**config.mk**
```make
export PLATFORM = sky130hd
export DESIGN_NAME = bus_rr_arbiter
export DESIGN_NICKNAME = d
export VERILOG_FILES = /design/src/rtl/arb_rr_pkg.sv /design/src/rtl/arb_bus_monitor.sv /design/src/rtl/arb_rr_picker.sv /design/src/rtl/arb_grant_ctrl.sv /design/src/rtl/bus_rr_arbiter.sv
export SDC_FILE = /design/constraint.sdc
export NUM_CORES = 1
export LEC_CHECK = 0
export BUFFER_PORTS_ARGS = -buffer_cell sky130_fd_sc_hd__buf_2
export CORE_UTILIZATION = 42
export DETAILED_ROUTE_END_ITERATION = 7
export HOLD_SLACK_MARGIN = 0.03
export PLACE_DENSITY = 0.69
export SYNTH_ARGS = -nofsm -noshare
export SYNTH_HDL_FRONTEND = slang
export SYNTH_SLANG_ARGS = --single-unit
```
**constraint.sdc**
```tcl
create_clock -name clk -period 7.03 [get_ports clk]
set_input_delay 0.3515 -clock clk [delete_from_list [all_inputs] [get_ports clk]]
set_output_delay 0.3515 -clock clk [all_outputs]
set_load 0.005 [all_outputs]
```
**src/rtl/arb_rr_pkg.sv**
```systemverilog
package arb_rr_pkg;

  // Modular step used for pointer rotation and the rotated scan.
  function automatic int wrap_add(int base, int step, int modulus);
    return (base + step) % modulus;
  endfunction

  // Bus is free when neither strobe is driven low.
  function automatic logic bus_free(logic frame_n, logic irdy_n);
    return frame_n & irdy_n;
  endfunction

endpackage

```
**src/rtl/arb_bus_monitor.sv**
```systemverilog
module arb_bus_monitor (
  input  logic frame_n,
  input  logic irdy_n,
  output logic idle
);
  import arb_rr_pkg::*;

  always_comb idle = bus_free(frame_n, irdy_n);

endmodule

```
**src/rtl/arb_rr_picker.sv**
```systemverilog
module arb_rr_picker #(
  parameter int N  = 7,
  parameter int PW = 3
) (
  input  logic [N-1:0]  req,
  input  logic [PW-1:0] ptr,
  output logic          found,
  output logic [PW-1:0] winner
);
  import arb_rr_pkg::*;

  // rot[k] is the request of the master k places after the pointer
  logic [N-1:0] rot;

  for (genvar k = 0; k < N; k++) begin : g_rot
    logic [PW-1:0] slot;
    assign slot   = PW'(wrap_add(int'(ptr), k, N));
    assign rot[k] = req[slot];
  end

  // lowest rotated position wins
  always_comb begin
    found  = 1'b0;
    winner = '0;
    for (int k = N - 1; k >= 0; k--) begin
      if (rot[k]) begin
        found  = 1'b1;
        winner = PW'(wrap_add(int'(ptr), k, N));
      end
    end
  end

endmodule

```
**src/rtl/arb_grant_ctrl.sv**
```systemverilog
module arb_grant_ctrl #(
  parameter int N           = 7,
  parameter int PW          = 3,
  parameter int BRIDGE_IDX  = 5,
  parameter int DEFAULT_IDX = 0
) (
  input  logic          clk,
  input  logic          rst_n,
  input  logic [N-1:0]  req,
  input  logic          idle,
  input  logic          found,
  input  logic [PW-1:0] winner,
  output logic [PW-1:0] ptr,
  output logic [N-1:0]  gnt_oh
);
  import arb_rr_pkg::*;

  logic          held_q;
  logic [PW-1:0] owner_q;
  logic [PW-1:0] ptr_q;
  logic [N-1:0]  owner_oh;

  for (genvar i = 0; i < N; i++) begin : g_dec
    assign owner_oh[i] = (owner_q == PW'(i));
  end

  assign gnt_oh = held_q ? owner_oh : '0;
  assign ptr    = ptr_q;

  // named internal events
  logic rival_req;
  logic bridge_owner;
  logic ev_revoke;
  logic ev_grant;
  logic ev_park;

  assign rival_req    = |(req & ~owner_oh);
  assign bridge_owner = (owner_q == PW'(BRIDGE_IDX));
  assign ev_revoke    = held_q && (rival_req || (bridge_owner && !req[owner_q] && idle));
  assign ev_grant     = !held_q && idle && found;
  assign ev_park      = !held_q && idle && !found;

  always_ff @(posedge clk) begin
    if (!rst_n) begin
      held_q  <= 1'b0;
      owner_q <= '0;
      ptr_q   <= '0;
    end else if (ev_revoke) begin
      held_q  <= 1'b0;
    end else if (ev_grant) begin
      held_q  <= 1'b1;
      owner_q <= winner;
      ptr_q   <= PW'(wrap_add(int'(winner), 1, N));
    end else if (ev_park) begin
      held_q  <= 1'b1;
      owner_q <= PW'(DEFAULT_IDX);
    end
  end


  one_grant_chk: assert property (@(posedge clk) disable iff (!rst_n)
    $onehot0(gnt_oh));


  grant_on_idle_chk: assert property (@(posedge clk) disable iff (!rst_n)
    ((|gnt_oh) && !(|$past(gnt_oh))) |-> $past(idle));


  handoff_gap_chk: assert property (@(posedge clk) disable iff (!rst_n)
    ((|gnt_oh) && (|$past(gnt_oh))) |-> (gnt_oh == $past(gnt_oh)));


  park_hold_chk: assert property (@(posedge clk) disable iff (!rst_n)
    ((|gnt_oh) && !(|(req & ~gnt_oh)) && !gnt_oh[BRIDGE_IDX]) |=> $stable(gnt_oh));


  preempt_chk: assert property (@(posedge clk) disable iff (!rst_n)
    ((|gnt_oh) && (|(req & ~gnt_oh))) |=> !(|gnt_oh));


  bridge_release_chk: assert property (@(posedge clk) disable iff (!rst_n)
    (gnt_oh[BRIDGE_IDX] && !(|req) && idle) |=> !(|gnt_oh));


  busy_no_grant_chk: assert property (@(posedge clk) disable iff (!rst_n)
    (!(|gnt_oh) && !idle) |=> !(|gnt_oh));


  default_park_chk: assert property (@(posedge clk) disable iff (!rst_n)
    (!(|gnt_oh) && idle && !(|req)) |=> gnt_oh[DEFAULT_IDX]);

endmodule

```
**src/rtl/bus_rr_arbiter.sv**
```systemverilog
module bus_rr_arbiter #(
  parameter int NUM_MASTERS = 7,
  parameter int BRIDGE_IDX  = 5,
  parameter int DEFAULT_IDX = 0
) (
  input  logic                   clk,
  input  logic                   rst_n,
  input  logic [NUM_MASTERS-1:0] req_n,
  input  logic                   frame_n,
  input  logic                   irdy_n,
  output logic [NUM_MASTERS-1:0] gnt_n
);
  localparam int PW = (NUM_MASTERS > 1) ? $clog2(NUM_MASTERS) : 1;

  logic [NUM_MASTERS-1:0] req;
  logic [NUM_MASTERS-1:0] gnt_oh;
  logic                   idle;
  logic                   found;
  logic [PW-1:0]          winner;
  logic [PW-1:0]          ptr;

  assign req   = ~req_n;
  assign gnt_n = ~gnt_oh;

  arb_bus_monitor u_mon (
    .frame_n (frame_n),
    .irdy_n  (irdy_n),
    .idle    (idle)
  );

  arb_rr_picker #(.N(NUM_MASTERS), .PW(PW)) u_pick (
    .req    (req),
    .ptr    (ptr),
    .found  (found),
    .winner (winner)
  );

  arb_grant_ctrl #(
    .N(NUM_MASTERS), .PW(PW), .BRIDGE_IDX(BRIDGE_IDX), .DEFAULT_IDX(DEFAULT_IDX)
  ) u_ctrl (
    .clk    (clk),
    .rst_n  (rst_n),
    .req    (req),
    .idle   (idle),
    .found  (found),
    .winner (winner),
    .ptr    (ptr),
    .gnt_oh (gnt_oh)
  );


  reset_clear_chk: assert property (@(posedge clk)
    !rst_n |=> (gnt_n == '1));

endmodule

```
== Yosys cells after proc, flatten, opt, wreduce, memory -nomap -nowiden ==
Cells that the tools add are included.

* Output and inout bits: 7
* Bits of input ports: 11
* Register bits after elaboration: 7

* Reduce and logical (&&, ||, !) cells: 16
* Magnitude comparators: 8
* Multiplexer cells: 35
* Div/mod/pow operators: 8
* Bitwise logic cells: 7
* Add/sub/neg operators: 7
* Eq/ne operators: 6

{| class="wikitable"
|+ Operators with widths
! operator !! count
|-
| remainder unit 32 x 4 -> 32 bit, second input constant || 7
|-
| less-than comparator 3 x 4 -> 1 bit, second input constant || 8
|-
| remainder unit 4 x 4 -> 32 bit, second input constant || 1
|-
| two-way mux 3 bit || 9
|-
| binary-select mux 1 bit (select 3 bit) || 8
|-
| inverter 7 bit || 3
|-
| two-way mux 1 bit || 17
|-
| adder 3 x 3 -> 4 bit, second input constant || 3
|-
| == test 3 bit, second input constant || 3
|-
| adder 3 x 1 -> 4 bit, second input constant || 2
|-
| adder 3 x 2 -> 4 bit, second input constant || 2
|-
| AND 7 bit || 1
|-
| two-way mux 7 bit || 1
|-
| OR reduction 7 bit || 1
|-
| == test 3 x 2 -> 1 bit, second input constant || 2
|-
| logical AND 1 bit || 6
|-
| AND reduction 2 bit || 2
|-
| == test 3 x 1 -> 1 bit, second input constant || 1
|-
| logical NOT 1 bit || 3
|-
| logical NOT 3 bit || 1
|-
| inverter 1 bit || 2
|-
| nonzero test 2 bit || 1
|-
| OR reduction 2 bit || 1
|-
| AND 1 bit || 1
|-
| logical OR 1 bit || 1
|}

== Longest topological paths before layout ==
Gate-level depths: netlist of run 1.

* Depth in word-level cells: 15
* Mapped depth: 31

== Modules after synthesis ==
A second synthesis of run 1 with hierarchy kept.

* Cell total of the unflattened synthesis: 311
* Area, all modules: 2,394.8 µm²

{| class="wikitable"
|+ By module, submodules not included
! module !! times used !! area an instance (µm²) !! cells each
|-
| arb_rr_picker || 1 || 1,785.5 || 223
|-
| arb_grant_ctrl || 1 || 550.5 || 73
|-
| bus_rr_arbiter || 1 || 52.6 || 14
|-
| arb_bus_monitor || 1 || 6.3 || 1
|}

== Least setup slack after synthesis of run 1 ==
OpenSTA, ideal clock, no wires.

* Path kind: register to register
* From: reg u_ctrl.ptr_q[0], in the netlist u_ctrl.ptr[0]
* To: reg u_ctrl.ptr_q[1], in the netlist u_ctrl.ptr[1]
* Stages on the path, launching flop included: 27
* Required time: 6.937 ns
* Slack: 0.843 ns
* Clock period less this slack: 6.187 ns
* Data arrival time: 6.094 ns
* Cell sequence: dfxtp_1 buf_2 buf_2 buf_2 inv_1 ha_1 ha_1 ha_1 buf_6 a311oi_2 nor2_1 ha_1 a211oi_1 nor2_2 mux4_2 o32ai_4 a221oi_2 nand2b_1 o211a_1 o31a_1 inv_1 ha_1 or3b_2 mux2i_1 o2111ai_1 mux2_4 o311ai_2

* Word-level cells in the longest chain between the ends: 13

{| class="wikitable"
|+ RTL lines
! item !! line !! text
|-
| start: declaration || arb_grant_ctrl.sv:20 || <nowiki>logic [PW-1:0] ptr_q;</nowiki>
|-
| start signal: assignment || arb_grant_ctrl.sv:53 || <nowiki>ptr_q <= PW'(wrap_add(int'(winner), 1, N));</nowiki>
|-
| adder 3 x 3 -> 4 bit || arb_rr_pkg.sv:5 || <nowiki>return (base + step) % modulus;</nowiki>
|-
| remainder unit 32 x 4 -> 32 bit || arb_rr_pkg.sv:5 ||
|-
| binary-select mux 1 bit (select 3 bit) || arb_rr_picker.sv:18 || <nowiki>assign rot[k] = req[slot];</nowiki>
|-
| two-way mux 1 bit (implied by the code) || arb_rr_picker.sv:18 ||
|-
| two-way mux 3 bit / two-way mux 1 bit (equally long branches) (7 in a row) || arb_rr_picker.sv:26 || <nowiki>if (rot[k]) begin</nowiki>
|-
| adder 3 x 1 -> 4 bit / logical AND 1 bit (equally long branches) || arb_rr_pkg.sv:5, arb_grant_ctrl.sv:40 ||
|-
| remainder unit 32 x 4 -> 32 bit / AND reduction 2 bit (equally long branches) || -- ||
|}

Several ways; a longest one is shown, not always the timed one. The select of a mux whose other input is x is not followed.
A chain may end at the register's enable or synchronous reset.

== Final worst setup path of run 1 ==
* From: reg u_ctrl.ptr_q[1], in the netlist u_ctrl.ptr[1]
* To: reg u_ctrl.ptr_q[1], in the netlist u_ctrl.ptr[1]

The elaborated chain is that of the path after synthesis.

==> results.ini, run 1 <==
[logic_synthesis]
avgSynthCellArea_sq_um = 7.20
async_flop_share_pct = 0
synth_top_area_share_pct = 12.8
syn_area_sq_mm = 0.00273
synthFlopType = dfxtp_1
ys_ff_latch = 7
syn_nets = 418
synth_edf_count = 0
synth_cell_types = 76
yosysWarningCount = 0
synth_area_leaders = ha_1 (13%), dfxtp_1 (5.1%), nor2_1 (5.1%)
synth_largest_area_cell = ha_1
synth-seq-area-share_pct = 5.14
synth_cells = 379

[die]
ios = 18
start_util_pct = 43.2
die_h_um = 82.6
core_sq_mm = 0.00631
die_x_um = 82.6
rows = 29
die_area_sq_mm = 0.00682

[clock_tree]
ctsHtreeMaxLevel = 1
cts_tree = yes
numClockSinks = 7
post-cts-setup-buffers = 0
ctsHoldBuffers = 0
cts_made_buffers = 3
postCtsResizedCells = 0
clockBufferDepth = 2
clkTransAtPathRegs_ps = 40
cts-root-buf = clkbuf_8
clk_latency_ps = 240

[setup_path]
reg2reg_depth = 25
crit_path_start_kind = register
cp.arrival_ps = 6660
crit_fanout = 14
required_ps = 7170
end_kind = register
path_class = reg2reg
regToRegStartpoint = u_ctrl.ptr[1]
reg2reg_to = u_ctrl.ptr[1]
r2r_slack_ps = 510

[power_and_ir_drop]
total_leakage_power_nw = 1.23
power_density_mw_per_mm2 = 456
total_power_mw = 1.32
max-vdd-ir-drop_v = 0.000341

[layout]
final_common_cell = nor2_1
seq_area_sq_um = 140
multiInputGateArea_sq_mm = 0.00239
drive_gt1_share_pct = 14.8
syn2layout_area_growth_pct = 6.28
n_antenna_cell = 0
fillCellCount = 664
final_cell_mix = nor2_1 (37), nand2_1 (30), ha_1 (28)
finish.utilization_pct = 45.9
final_nets = 425

[timing]
fin_setup_tns_ps = 0
finalSetupViolations = 0
period_share_pct = 92.8
drv_slew = 0
timing.final.ws_setup_ps = 506
period_minus_slack_ps = 6520
rsz0062_at_grt = no
slew_headroom_pct = 33.1
worst_slew_pin_slew_ps = 990
fmax_ghz = 0.153
timing_hold_violations_final = 0
whs_ps = 432
skew_ps = 6.59

[worst_hold_path]
min-delay-start = rst_n
whs_endpoint = u_ctrl.ptr[2]
hold_class = in2reg
min_delay_path_depth = 3

[global_route]
antenna_found_initial = 0
gr-total-overflow = 0
grt_pass1_vias = 2635
grtUsageTotal_pct = 24.3
grt_max_degree = 23
grt_pass1_wl_mm = 12.7

[detailed_routing]
routed_wl_mm = 7.86
dr_total_vias = 2962
dr_wl_met3_um = 474
wl_met2_mm = 3.69
wl_met1_mm = 3.55
vias_per_cell = 6.41
drt_iter0_markers = 264
drt-pass1-iter-count = 5
drtAntennaViolNets = 0
route.detailed.drc = 0
post_drt_wl_per_cell_um = 17.0
top_layer = met4

[run]
drv_cap = 0

[placed_design]
place_ws_ps = 567
dp_hpwl_mm = 6.03
gp_congestion = 0.987
io_buffer_count = 17

[status]
outcome = finished clean

report_power, final:
part / total (mW) / switching, mW / internal, mW
combinational: 1.21 / 0.705 / 0.500
sequential: 0.0595 / 0.0117 / 0.0478
clock: 0.0590 / 0.0196 / 0.0394
total: 1.32 / 0.737 / 0.587
sequential cells by signal, indices dropped and copies added, names as in the netlist:
register / cells
u_ctrl.owner_q: 3
u_ctrl.held_q: 1
u_ctrl.ptr: 3
worst max path at each step:
stage	from	to	slack [ps]	depth (start not counted)
final	u_ctrl.ptr[1]	u_ctrl.ptr[1]	510	25
after CTS	u_ctrl.ptr[1]	u_ctrl.ptr[1]	550	24
after global routing	u_ctrl.ptr[1]	u_ctrl.ptr[1]	10	25
after detailed placement	u_ctrl.ptr[1]	u_ctrl.ptr[1]	570	24
after global placement	u_ctrl.ptr[1]	u_ctrl.ptr[1]	850	25
after floorplan	u_ctrl.ptr[0]	u_ctrl.ptr[1]	840	26
stage by stage:
step / cell area [sq um] / instances
3_5_place_dp: 2850 / 458
4_1_cts: 2900 / 462
3_3_place_gp: 2850 / 458
6_report: 2900 / 462
5_1_grt: 2900 / 462
2_1_floorplan: 2730 / 379
final cells by class:
class                      count  area share (%)
tap                           77            3.32
inverter                      27            3.49
sequential                     7            4.83
clock buffer                   4            1.55
multi-input combinational    325            82.6
timing repair buffer          22            4.23
critical path, stage by stage, from the launching register on:
cell,delay [ps]
dfxtp_1,300
buf_4,200
ha_1,200
inv_1,50
ha_1,530
ha_1,230
ha_1,380
nand2_1,110
o21ai_0,210
nor2_1,140
ha_1,280
a211oi_1,420
nor2_2,140
mux4_2,490
o32ai_4,390
a221oi_2,50
nand2b_1,170
o211a_1,230
o31a_1,370
inv_1,90
ha_1,240
or3b_2,460
mux2i_1,180
o2111ai_1,160
mux2_4,340
o311ai_2,70
routing by layer:
| metal | vias to the layer above | global-route usage (%) |
|---|---|---|
| li1 | 1429 | - |
| met1 | 1385 | 32.1 |
| met2 | 131 | 41.2 |
| met3 | 17 | 2.42 |
| met4 | 0 | 7.93 |
| met5 | - | 0 |
Yosys cell counts (3+ instances only):
cell / instances
nor2_1: 37
nand2_1: 30
ha_1: 28
inv_1: 26
a21oi_1: 23
o21ai_0: 17
nand3_1: 16
mux2i_1: 13
clkbuf_1: 10
nor2b_1: 10
nand2b_1: 9
xnor2_1: 9
dfxtp_1: 7
nor3_1: 7
buf_2: 6
o211ai_1: 6
a31oi_1: 5
mux2_2: 5
or3_1: 5
xor2_1: 5
a41oi_1: 4
and3_1: 4
mux4_2: 4
nand4_1: 4
or2_2: 4
a211o_1: 3
a211oi_1: 3
a21o_1: 3
a22oi_1: 3
a31o_2: 3
nor4_1: 3
o221ai_1: 3
o2bb2ai_1: 3
o31a_1: 3
o31ai_1: 3
kinds of logic (layout without fill, tap and decap cells):
kind of cell	Yosys count	after routing	synth area share, %
compound gates	115	115	32.2
flops	7	7	5.14
fa+ha+maj	28	28	12.8
buf+inv	47	53	7.29
xor+xnor	15	15	5.09
other cells	1	1	0.137
mux	23	23	10.7
simple gates	143	143	26.6
No activity file was read; power rests on OpenSTA's default activity.
==> inputs of run 2 (changes only) <==
--- a/config.mk
+++ b/config.mk
@@ -7,6 +7,7 @@
 export LEC_CHECK = 0
 export BUFFER_PORTS_ARGS = -buffer_cell sky130_fd_sc_hd__buf_2
 export CORE_UTILIZATION = 42
+export CTS_BUF_LIST = sky130_fd_sc_hd__clkbuf_4 sky130_fd_sc_hd__clkbuf_8 sky130_fd_sc_hd__clkbuf_16
 export DETAILED_ROUTE_END_ITERATION = 7
 export HOLD_SLACK_MARGIN = 0.03
 export PLACE_DENSITY = 0.69
==> run 2 against run 1 <==
Effect of this change: sequential power is essentially flat; routed wire length grew 0.19%; total power grew 0.19%; die area is the same; critical path depth is the same; utilization grew 0.059 points; clock skew shrank 2.2 ps; cell area grew 0.13%; highest routed layer unchanged.
==> results.ini, run 2 (synthesis gave the netlist of run 1 again) <==
[status]
outcome = finished clean

[power_and_ir_drop]
clkPwrFrac_pct = 4.7  ; +0.2 points
switching_share_pct = 55.4  ; -0.20 points
p_seq_share_pct = 4.5  ; about the same
combPwrFrac_pct = 90.8  ; -0.2 points
max-vdd-ir-drop_v = 0.000341  ; +0.16%
total_power_mw = 1.33  ; +0.19%
p_int_uw = 591  ; +0.64%
total_leakage_power_nw = 1.24  ; +0.28%
p_sw_uw = 735  ; -0.17%
power_density_mw_per_mm2 = 457  ; about the same

[clock_tree]
clkTransAtPathRegs_ps = 40  ; about the same
ctsHtreeMaxLevel = 1  ; unchanged
cts_tree = yes
cts-root-buf = clkbuf_8
clk_latency_ps = 230  ; about the same
numClockSinks = 7  ; unchanged
ctsHoldBuffers = 0  ; unchanged
cts_made_buffers = 3  ; unchanged
clockBufferDepth = 2  ; unchanged

[timing]
finalSetupViolations = 0  ; unchanged
period_minus_slack_ps = 6530  ; +1.07 ps
timing.final.ws_setup_ps = 505  ; -1.06 ps
fin_setup_tns_ps = 0  ; unchanged
fmax_ghz = 0.153  ; about the same
timing_hold_violations_final = 0  ; unchanged
period_share_pct = 92.8  ; about the same
slew_headroom_pct = 32.5  ; -0.65 points
rsz0062_at_grt = no
drv_slew = 0  ; unchanged
whs_ps = 436  ; +3.08 ps
skew_ps = 4.35  ; -2.25 ps
worst_slew_pin_slew_ps = 999  ; +9.55 ps

[setup_path]
crit_fanout = 14  ; unchanged
path_class = reg2reg
crit_path_start_kind = register
cp.arrival_ps = 6660  ; about the same
end_kind = register
required_ps = 7160  ; about the same

[placed_design]
placed_cell_area_sq_mm = 0.00285  ; unchanged
dp_hpwl_mm = 6.03  ; unchanged
io_buffer_count = 17  ; unchanged
place_ws_ps = 567  ; unchanged
gp_congestion = 0.987  ; unchanged
dp.cells = 458  ; unchanged

[global_route]
gr-usage-met3_pct = 2.42  ; unchanged
grt_pass1_wl_mm = 12.7  ; about the same
grt_pass1_vias = 2631  ; -0.15%
grt.met1_usage_pct = 32.1  ; unchanged
grtUsageTotal_pct = 24.3  ; unchanged
grt_use_met2_pct = 41.2  ; unchanged
grt_busiest_layer = met2
antenna_found_initial = 0  ; unchanged
grt_max_degree = 23  ; unchanged
gr-total-overflow = 0  ; unchanged

[detailed_routing]
drt-pass1-iter-count = 5  ; unchanged
route.detailed.drc = 0  ; unchanged
routed_wl_mm = 7.88  ; +0.19%
drtAntennaViolNets = 0  ; unchanged
vias_per_cell = 6.45  ; +0.68%
drt_iter0_markers = 245  ; -7.2%
post_drt_wl_per_cell_um = 17.1  ; +0.19%
dr_total_vias = 2982  ; +0.68%

[die]
rows = 29  ; unchanged
core_sq_mm = 0.00631  ; unchanged
start_util_pct = 43.2  ; unchanged
ios = 18  ; unchanged
die_h_um = 82.6  ; unchanged
die_area_sq_mm = 0.00682  ; unchanged
die_x_um = 82.6  ; unchanged

[run]
drv_cap = 0  ; unchanged

[layout]
final_common_cell = nor2_1
n_antenna_cell = 0  ; unchanged
drive_gt1_share_pct = 15.1  ; +0.26 points
final_cells = 462  ; unchanged
finish.utilization_pct = 46.0  ; +0.059 points
syn2layout_area_growth_pct = 6.42
final_cell_mix = nor2_1 (37), nand2_1 (30), ha_1 (28)
final_area_sq_mm = 0.00290  ; +0.13%
final_nets = 425  ; unchanged

[worst_hold_path]
hold_class = in2reg

-- run 2: changes by cell type in the layout (fill, tap and decap cells not counted) --
cell      before  now
clkbuf_1       1    0
clkbuf_4       0    1
-- run 2: final timing paths --
check | start | endpoint | slack [ps] | cells after the start
max | u_ctrl.ptr[1] | u_ctrl.ptr[1] | 500 | 25
min | rst_n | u_ctrl.ptr[2] | 440 | 3
max reg2reg | u_ctrl.ptr[1] | u_ctrl.ptr[1] | 500 | 25
min reg2reg | u_ctrl.held_q | u_ctrl.held_q | 680 | 3
-- run 2: area by class of cell --
type,instances,area [sq um]
well taps,77,96.3
inverters,27,101
multi-input cells,325,2390
clock buffers,4,48.8
repair buffers,22,123
fillers,665,3410
flip-flops and latches,7,140
-- run 2: what timing repair did --
item	CTS	global route
gates resized for setup	0	1
buffers inserted	0	0
setup endpoints to repair	0	1
-- run 2: per-layer routing --
layer	wire, um	up-vias
met5	0	-
met4	158	0
met3	546	17
met2	3730	141
met1	3450	1393
li1	-	1431
-- run 2: power groups by stage --
stage,Sequential [mW],Clock (mW),Combinational (mW)
2_1_floorplan,0.0594,0,0.952
3_3_place_gp,0.0596,0,1.15
3_5_place_dp,0.0598,0,1.17
4_1_cts,0.0592,0.0629,1.18
5_1_grt,0.0609,0.0651,1.33
6_report,0.0595,0.0622,1.20
-- run 2: critical path, cell delays in order (launching register included) --
cell,delay (ps)
dfxtp_1,300
buf_4,200
ha_1,190
inv_1,50
ha_1,520
ha_1,230
ha_1,380
nand2_1,110
o21ai_0,210
nor2_1,140
ha_1,280
a211oi_1,420
nor2_2,150
mux4_2,490
o32ai_4,390
a221oi_2,50
nand2b_1,170
o211a_1,230
o31a_1,370
inv_1,90
ha_1,250
or3b_2,460
mux2i_1,180
o2111ai_1,160
mux2_4,340
o311ai_2,70
